--- config.mk ---
export PLATFORM = sky130hd
export DESIGN_NAME = compchan_top
export DESIGN_NICKNAME = d
export VERILOG_FILES = /design/src/rtl/compchan_pkg.sv /design/src/rtl/compchan_ctrl.sv /design/src/rtl/compchan_dp.sv /design/src/rtl/compchan_top.sv
export SDC_FILE = /design/constraint.sdc
export NUM_CORES = 1
export LEC_CHECK = 0
export ABC_AREA = 0
export BUFFER_PORTS_ARGS = -buffer_cell sky130_fd_sc_hd__buf_2
export CAP_MARGIN = 20
export CORE_ASPECT_RATIO = 2
export CORE_UTILIZATION = 60
export CTS_BUF_LIST = sky130_fd_sc_hd__clkbuf_4
export CTS_CLUSTER_DIAMETER = 50
export CTS_CLUSTER_SIZE = 16
export DETAILED_ROUTE_END_ITERATION = 8
export PLACE_DENSITY = 0.95
export SLEW_MARGIN = 20
export SYNTH_ARGS = -nofsm -noshare
export SYNTH_HDL_FRONTEND = slang
export SYNTH_SLANG_ARGS = --single-unit
--- constraint.sdc ---
create_clock -name clk -period 3.01 [get_ports clk]
set_clock_uncertainty 0.05 [all_clocks]
set_input_delay 0.1505 -clock clk [delete_from_list [all_inputs] [get_ports clk]]
set_output_delay 0.1505 -clock clk [all_outputs]
set_load 0.01 [all_outputs]
--- src/rtl/compchan_pkg.sv ---
package compchan_pkg;

  typedef enum logic [1:0] {
    MODE_OFF   = 2'd0,
    MODE_ARMED = 2'd1,
    MODE_RUN   = 2'd2,
    MODE_DONE  = 2'd3
  } chanMode_e;

  typedef struct packed {
    logic frameStart;
    logic pixStep;
    logic clearAll;
  } dpStrobe_t;

endpackage

--- src/rtl/compchan_ctrl.sv ---
module compchan_ctrl
  import compchan_pkg::*;
(
  input  logic      clk,
  input  logic      rstN,
  input  logic      cfgEnable,
  input  logic      cfgOneShot,
  input  logic      rstReq,
  input  logic      vStart,
  input  logic      fullNow,
  input  logic      zeroNow,
  input  logic      frameLast,
  output dpStrobe_t strobe,
  output chanMode_e mode,
  output logic      resetBit
);

  logic      rstAct;
  logic      resetNext;
  chanMode_e modeNext;

  always_comb begin
    rstAct            = rstReq | resetBit;
    strobe.clearAll   = rstReq;
    strobe.frameStart = !rstAct && (mode == MODE_ARMED) && cfgEnable && vStart;
    strobe.pixStep    = !rstAct && (mode == MODE_RUN) && cfgEnable && !fullNow;
  end

  always_comb begin
    if (rstReq)                   resetNext = 1'b1;
    else if (resetBit && zeroNow) resetNext = 1'b0;
    else                          resetNext = resetBit;
  end

  always_comb begin
    modeNext = mode;
    if (rstAct) begin
      modeNext = MODE_OFF;
    end else begin
      case (mode)
        MODE_OFF:   if (cfgEnable) modeNext = MODE_ARMED;
        MODE_ARMED: begin
          if (!cfgEnable)  modeNext = MODE_OFF;
          else if (vStart) modeNext = MODE_RUN;
        end
        MODE_RUN: begin
          if (!cfgEnable)                       modeNext = MODE_OFF;
          else if (strobe.pixStep && frameLast) modeNext = cfgOneShot ? MODE_DONE : MODE_ARMED;
        end
        MODE_DONE:  if (!cfgEnable) modeNext = MODE_OFF;
        default:    modeNext = MODE_OFF;
      endcase
    end
  end

  always_ff @(posedge clk or negedge rstN) begin
    if (!rstN) begin
      mode     <= MODE_OFF;
      resetBit <= 1'b0;
    end else begin
      mode     <= modeNext;
      resetBit <= resetNext;
    end
  end

  AST_RESET_FORCES_OFF: assert property (@(posedge clk) disable iff (!rstN)
    resetBit |=> mode == MODE_OFF);
  AST_RESET_SELF_CLEAR: assert property (@(posedge clk) disable iff (!rstN)
    (resetBit && zeroNow && !rstReq) |=> !resetBit);
  AST_ARMED_WAITS_VSTART: assert property (@(posedge clk) disable iff (!rstN)
    (mode == MODE_ARMED && !vStart) |=> mode != MODE_RUN);
  AST_ONESHOT_PARKS: assert property (@(posedge clk) disable iff (!rstN)
    (mode == MODE_DONE && cfgEnable && !rstReq && !resetBit) |=> mode == MODE_DONE);
  AST_DISABLE_STOPS: assert property (@(posedge clk) disable iff (!rstN)
    !cfgEnable |=> mode == MODE_OFF || $past(mode) == MODE_OFF);

endmodule

--- src/rtl/compchan_dp.sv ---
module compchan_dp
  import compchan_pkg::*;
#(
  parameter int XW  = 12,
  parameter int YW  = 12,
  parameter int FCW = 6,
  parameter int AW  = 16
) (
  input  logic           clk,
  input  logic           rstN,
  input  dpStrobe_t      strobe,
  input  logic [XW-1:0]  cfgWidth,
  input  logic [YW-1:0]  cfgHeight,
  input  logic           listWr,
  input  logic [AW-1:0]  listAddr,
  input  logic           fullNow,
  input  logic           zeroNow,
  output logic           frameLast,
  output logic [FCW-1:0] frameCount,
  output logic [AW-1:0]  activeList,
  output logic           statFull,
  output logic           statEmpty
);

  logic [XW-1:0] xCnt, lastX, lastXNew;
  logic [YW-1:0] yCnt, lastY, lastYNew;
  logic [AW-1:0] pendingList;

  always_comb begin
    lastXNew  = (cfgWidth  == '0) ? '0 : cfgWidth  - 1'b1;
    lastYNew  = (cfgHeight == '0) ? '0 : cfgHeight - 1'b1;
    frameLast = (xCnt == lastX) && (yCnt == lastY);
  end

  always_ff @(posedge clk or negedge rstN) begin
    if (!rstN) begin
      xCnt        <= '0;
      yCnt        <= '0;
      lastX       <= '0;
      lastY       <= '0;
      pendingList <= '0;
      activeList  <= '0;
      frameCount  <= '0;
      statFull    <= 1'b0;
      statEmpty   <= 1'b1;
    end else begin
      statFull  <= fullNow;
      statEmpty <= zeroNow;
      if (listWr) pendingList <= listAddr;
      if (strobe.clearAll)                    frameCount <= '0;
      else if (strobe.pixStep && frameLast)   frameCount <= frameCount + 1'b1;
      if (strobe.frameStart) begin
        xCnt       <= '0;
        yCnt       <= '0;
        lastX      <= lastXNew;
        lastY      <= lastYNew;
        activeList <= pendingList;
      end else if (strobe.pixStep) begin
        if (xCnt == lastX) begin
          xCnt <= '0;
          yCnt <= yCnt + 1'b1;
        end else begin
          xCnt <= xCnt + 1'b1;
        end
      end
    end
  end

  AST_COUNT_AT_FRAME_END: assert property (@(posedge clk) disable iff (!rstN)
    !$stable(frameCount) |-> ($past(strobe.pixStep && frameLast) || $past(strobe.clearAll)));
  AST_LIST_AT_START: assert property (@(posedge clk) disable iff (!rstN)
    !strobe.frameStart |=> $stable(activeList));
  AST_FLAGS_EXCLUSIVE: assert property (@(posedge clk) disable iff (!rstN)
    !(statFull && statEmpty));

endmodule

--- src/rtl/compchan_top.sv ---
module compchan_top
  import compchan_pkg::*;
#(
  parameter int XW    = 12,
  parameter int YW    = 12,
  parameter int FCW   = 6,
  parameter int AW    = 16,
  parameter int DEPTH = 16,
  parameter int LVLW  = $clog2(DEPTH + 1)
) (
  input  logic            clk,
  input  logic            rstN,
  input  logic            cfgEnable,
  input  logic            cfgOneShot,
  input  logic [XW-1:0]   cfgWidth,
  input  logic [YW-1:0]   cfgHeight,
  input  logic            rstReq,
  input  logic            vStart,
  input  logic            listWr,
  input  logic [AW-1:0]   listAddr,
  input  logic [LVLW-1:0] fifoLevel,
  output logic            pixPush,
  output logic            fifoFlush,
  output logic [1:0]      statMode,
  output logic            statFull,
  output logic            statEmpty,
  output logic            resetBit,
  output logic [FCW-1:0]  frameCount,
  output logic [AW-1:0]   activeList
);

  localparam logic [LVLW-1:0] FullLevel = LVLW'(DEPTH);

  dpStrobe_t strobe;
  chanMode_e mode;
  logic      fullNow, zeroNow, frameLast;

  assign fullNow = fifoLevel >= FullLevel;
  assign zeroNow = fifoLevel == '0;

  compchan_ctrl u_ctrl (
    .clk        (clk),
    .rstN       (rstN),
    .cfgEnable  (cfgEnable),
    .cfgOneShot (cfgOneShot),
    .rstReq     (rstReq),
    .vStart     (vStart),
    .fullNow    (fullNow),
    .zeroNow    (zeroNow),
    .frameLast  (frameLast),
    .strobe     (strobe),
    .mode       (mode),
    .resetBit   (resetBit)
  );

  compchan_dp #(.XW(XW), .YW(YW), .FCW(FCW), .AW(AW)) u_dp (
    .clk        (clk),
    .rstN       (rstN),
    .strobe     (strobe),
    .cfgWidth   (cfgWidth),
    .cfgHeight  (cfgHeight),
    .listWr     (listWr),
    .listAddr   (listAddr),
    .fullNow    (fullNow),
    .zeroNow    (zeroNow),
    .frameLast  (frameLast),
    .frameCount (frameCount),
    .activeList (activeList),
    .statFull   (statFull),
    .statEmpty  (statEmpty)
  );

  assign pixPush   = strobe.pixStep;
  assign fifoFlush = resetBit;
  assign statMode  = mode;

  AST_NO_PUSH_WHEN_FULL: assert property (@(posedge clk) disable iff (!rstN)
    fullNow |-> !pixPush);
  AST_NO_PUSH_IN_FLUSH: assert property (@(posedge clk) disable iff (!rstN)
    fifoFlush |-> !pixPush);

endmodule

==> run metrics <==
CP endpoint kind register; Filler cells 407; Fin Hold WS -4.37 ps; cts bufs inserted 9; main combinational cell family by area after synthesis simple AND/OR/NAND/NOR gates; final setup fails 0; CP Launch Type register; Post-synth EDFFs 0; placed insts 615; Async S/R FF share, synth 1.00; Hold Crit Class input pin to register; gr usage total 0.358; Root Buffer clkbuf_4; P per Cell Area 403 mW/mm^2; Yosys top cell area share 0.489; number of global-route vias before repair 4420; Hold Fails Final Rpt 1; cell count of the worst reg-to-reg path 6; WP data arrival 3020 ps; layout overhead on the synthesized area 22.7%; post-synthesis instance total 458; Non-Filler Instances 674; num ports 81; sequential fraction of the synthesis area 0.494; RR Endpoint u_ctrl.mode[1]; largest net degree at the start of global routing 47; RR Startpoint u_ctrl.resetBit; Rows 44; largest cells by area after synthesis dfrtp_1 49%, nand2_1 6.8%, xor2_1 6.3%; min Tclk post-route 2690 ps; Post-Syn Area 0.00461 mm^2; Final period util 0.893; chip width 64.0 um; pre-CTS setup slack 599 ps; complex-gate fraction of the synthesized area 0.0969; DR vias/cell 6.36; Power, Total 2.28 mW; maxcap violations 0; multiplexer share of the synthesized area 0.0413; Max-slew headroom 0.522; PortBufs 80; Crit Path Category register to register; post-layout util 0.772; first-pass GRT wire length 21500 um; CTS tree done; critical path fanouts, max 9; post-synthesis xor/xnor area fraction 0.0950; buffer depth of the longest clock path 2; die height 126 um; CTS sink count 91; warnings from Yosys 0; Synth cell types 49; Max Transition Viols Final 0; Post-Syn Nets 517; RSZ-0062 raised after global routing no; critical hold path startpoint cfgHeight[2]; final wirelength 13400 um; status finished with violations; Layout Nets 635; most common cell in the netlist dfrtp_1; fmax 372 MHz; post-DP HPWL 8000 um; actual slew at the worst max-slew pin 717 ps; First-pass DRT Iterations 6; FF+latch count, synth 91; Initial Util 0.629; LEAKAGE 2.83 nW; H-tree Lvls 3; R2R Setup Slk 320 ps; final instance area 0.00565 mm^2; Overflow after GRT 0; drt wl/cell 19.9 um; Die Area 0.00806 mm^2; post-synthesis adder-cell area fraction 0.0190; number of nets with antenna violations after routing 0; Syn Area/Cell 10.1 um^2; Critical Path RT 3350 ps; CTS clk-pin slew, worst paths 160 ps; Yosys top cell by area dfrtp_1; WHS Path Cells 3; routed via count 4288; initial drt markers 368; clk_lat worst skew 490 ps; Sum Neg Setup Slack 0 ps; Post-synth top cells 90 x dfrtp_1, 84 x nand2_1, 33 x xor2_1, 19 x a21oi_1, 19 x nor2_1; core area 0.00732 mm^2; dpl cell area 0.00506 mm^2; DRC Markers 0; routability cong. 0.924; failing checks negative hold slack; Synth Area in Simple Gates 0.223; Top FF cell, synth dfrtp_1; Worst Hold Path EP u_dp.lastY[2]; initial antenna violation count 1; final worst slack 322 ps; share of cells above drive strength 1 0.222; Worst IR Drop VDD 0.466 mV
==> critical path, stage by stage (launching register included) <==
cell           delay [ps]
dfrtp_1               430
or3b_1                570
nor4_1                360
nand4_1               230
nor4_1                290
nor3_1                 80
dlygate4sd3_1         570
==> logic make-up after synthesis <==
family,count (synthesis)
AO/OA/AOI/OAI,73
AND/OR/NAND/NOR,189
adder cells (fa/ha/maj),7
flip-flops,91
buffers and inverters,31
XOR/XNOR,50
multiplexers,17
==> registers in the layout, summed over array words and instances (netlist names) <==
name	cells
u_dp.lastX	12
u_ctrl.resetBit	1
u_dp.frameCount	6
u_dp.xCnt	12
u_dp.statEmpty	1
u_dp.lastY	12
u_dp.yCnt	12
u_dp.activeList	16
u_dp.statFull	1
u_ctrl.mode	2
u_dp.pendingList	16
==> layer usage <==
metal / GRT usage / up-vias / routed length (um)
li1: - / 1852 / -
met1: 0.352 / 2066 / 4360
met2: 0.645 / 293 / 7270
met3: 0.0752 / 77 / 857
met4: 0.249 / 0 / 917
met5: 0 / - / 0
==> how the worst max path moves through the flow <==
stage	startpoint	endpoint	slack, ps
2_1_floorplan	u_dp.xCnt[7]	u_dp.yCnt[6]	1000
3_3_place_gp	u_ctrl.resetBit	u_dp.frameCount[2]	680
3_5_place_dp	u_ctrl.resetBit	u_dp.yCnt[9]	600
4_1_cts	u_ctrl.resetBit	u_ctrl.mode[1]	320
5_1_grt	u_ctrl.resetBit	u_ctrl.mode[1]	140
6_report	u_ctrl.resetBit	u_ctrl.mode[1]	320
==> cell usage in the layout, fill, tap and decap left out, types with 13 or more instances in the layout <==
master         Yosys  routed
dfrtp_1           90      90
nand2_1           84      84
buf_2              5      79
dlygate4sd3_1      0      42
xor2_1            33      33
nor2_1            19      19
a21oi_1           19      19
or4_1             17      17
xnor2_1           17      17
o21ai_0           16      16
mux2_2            16      16
o31ai_1           15      15
nor4_1            13      13
==> report_power, final <==
group / internal [mW] / switching [mW] / total [mW]
combinational: 0.102 / 0.108 / 0.211
sequential: 1.25 / 0.0187 / 1.27
clock: 0.341 / 0.460 / 0.802
total: 1.69 / 0.587 / 2.28
==> layout make-up <==
| type | count | area (um^2) | share of cell area |
|---|---|---|---|
| inverter | 11 | 41.3 | 0.00730 |
| clock buffer | 9 | 67.6 | 0.0119 |
| sequential | 91 | 2280 | 0.403 |
| antenna | 1 | 2.50 | 0.000443 |
| tap | 92 | 115 | 0.0204 |
| multi-input combinational | 336 | 2190 | 0.387 |
| timing repair buffer | 127 | 861 | 0.152 |
| clock inverter | 7 | 100 | 0.0177 |
==> timing repair <==
action,4_1_cts,5_1_grt
hold endpoints to repair,88,0
gates resized for setup,0,0
endpoints found under the setup margin,0,0
hold buffers,42,0
setup buffers,0,0
No activity file was read; power rests on OpenSTA's default activity.
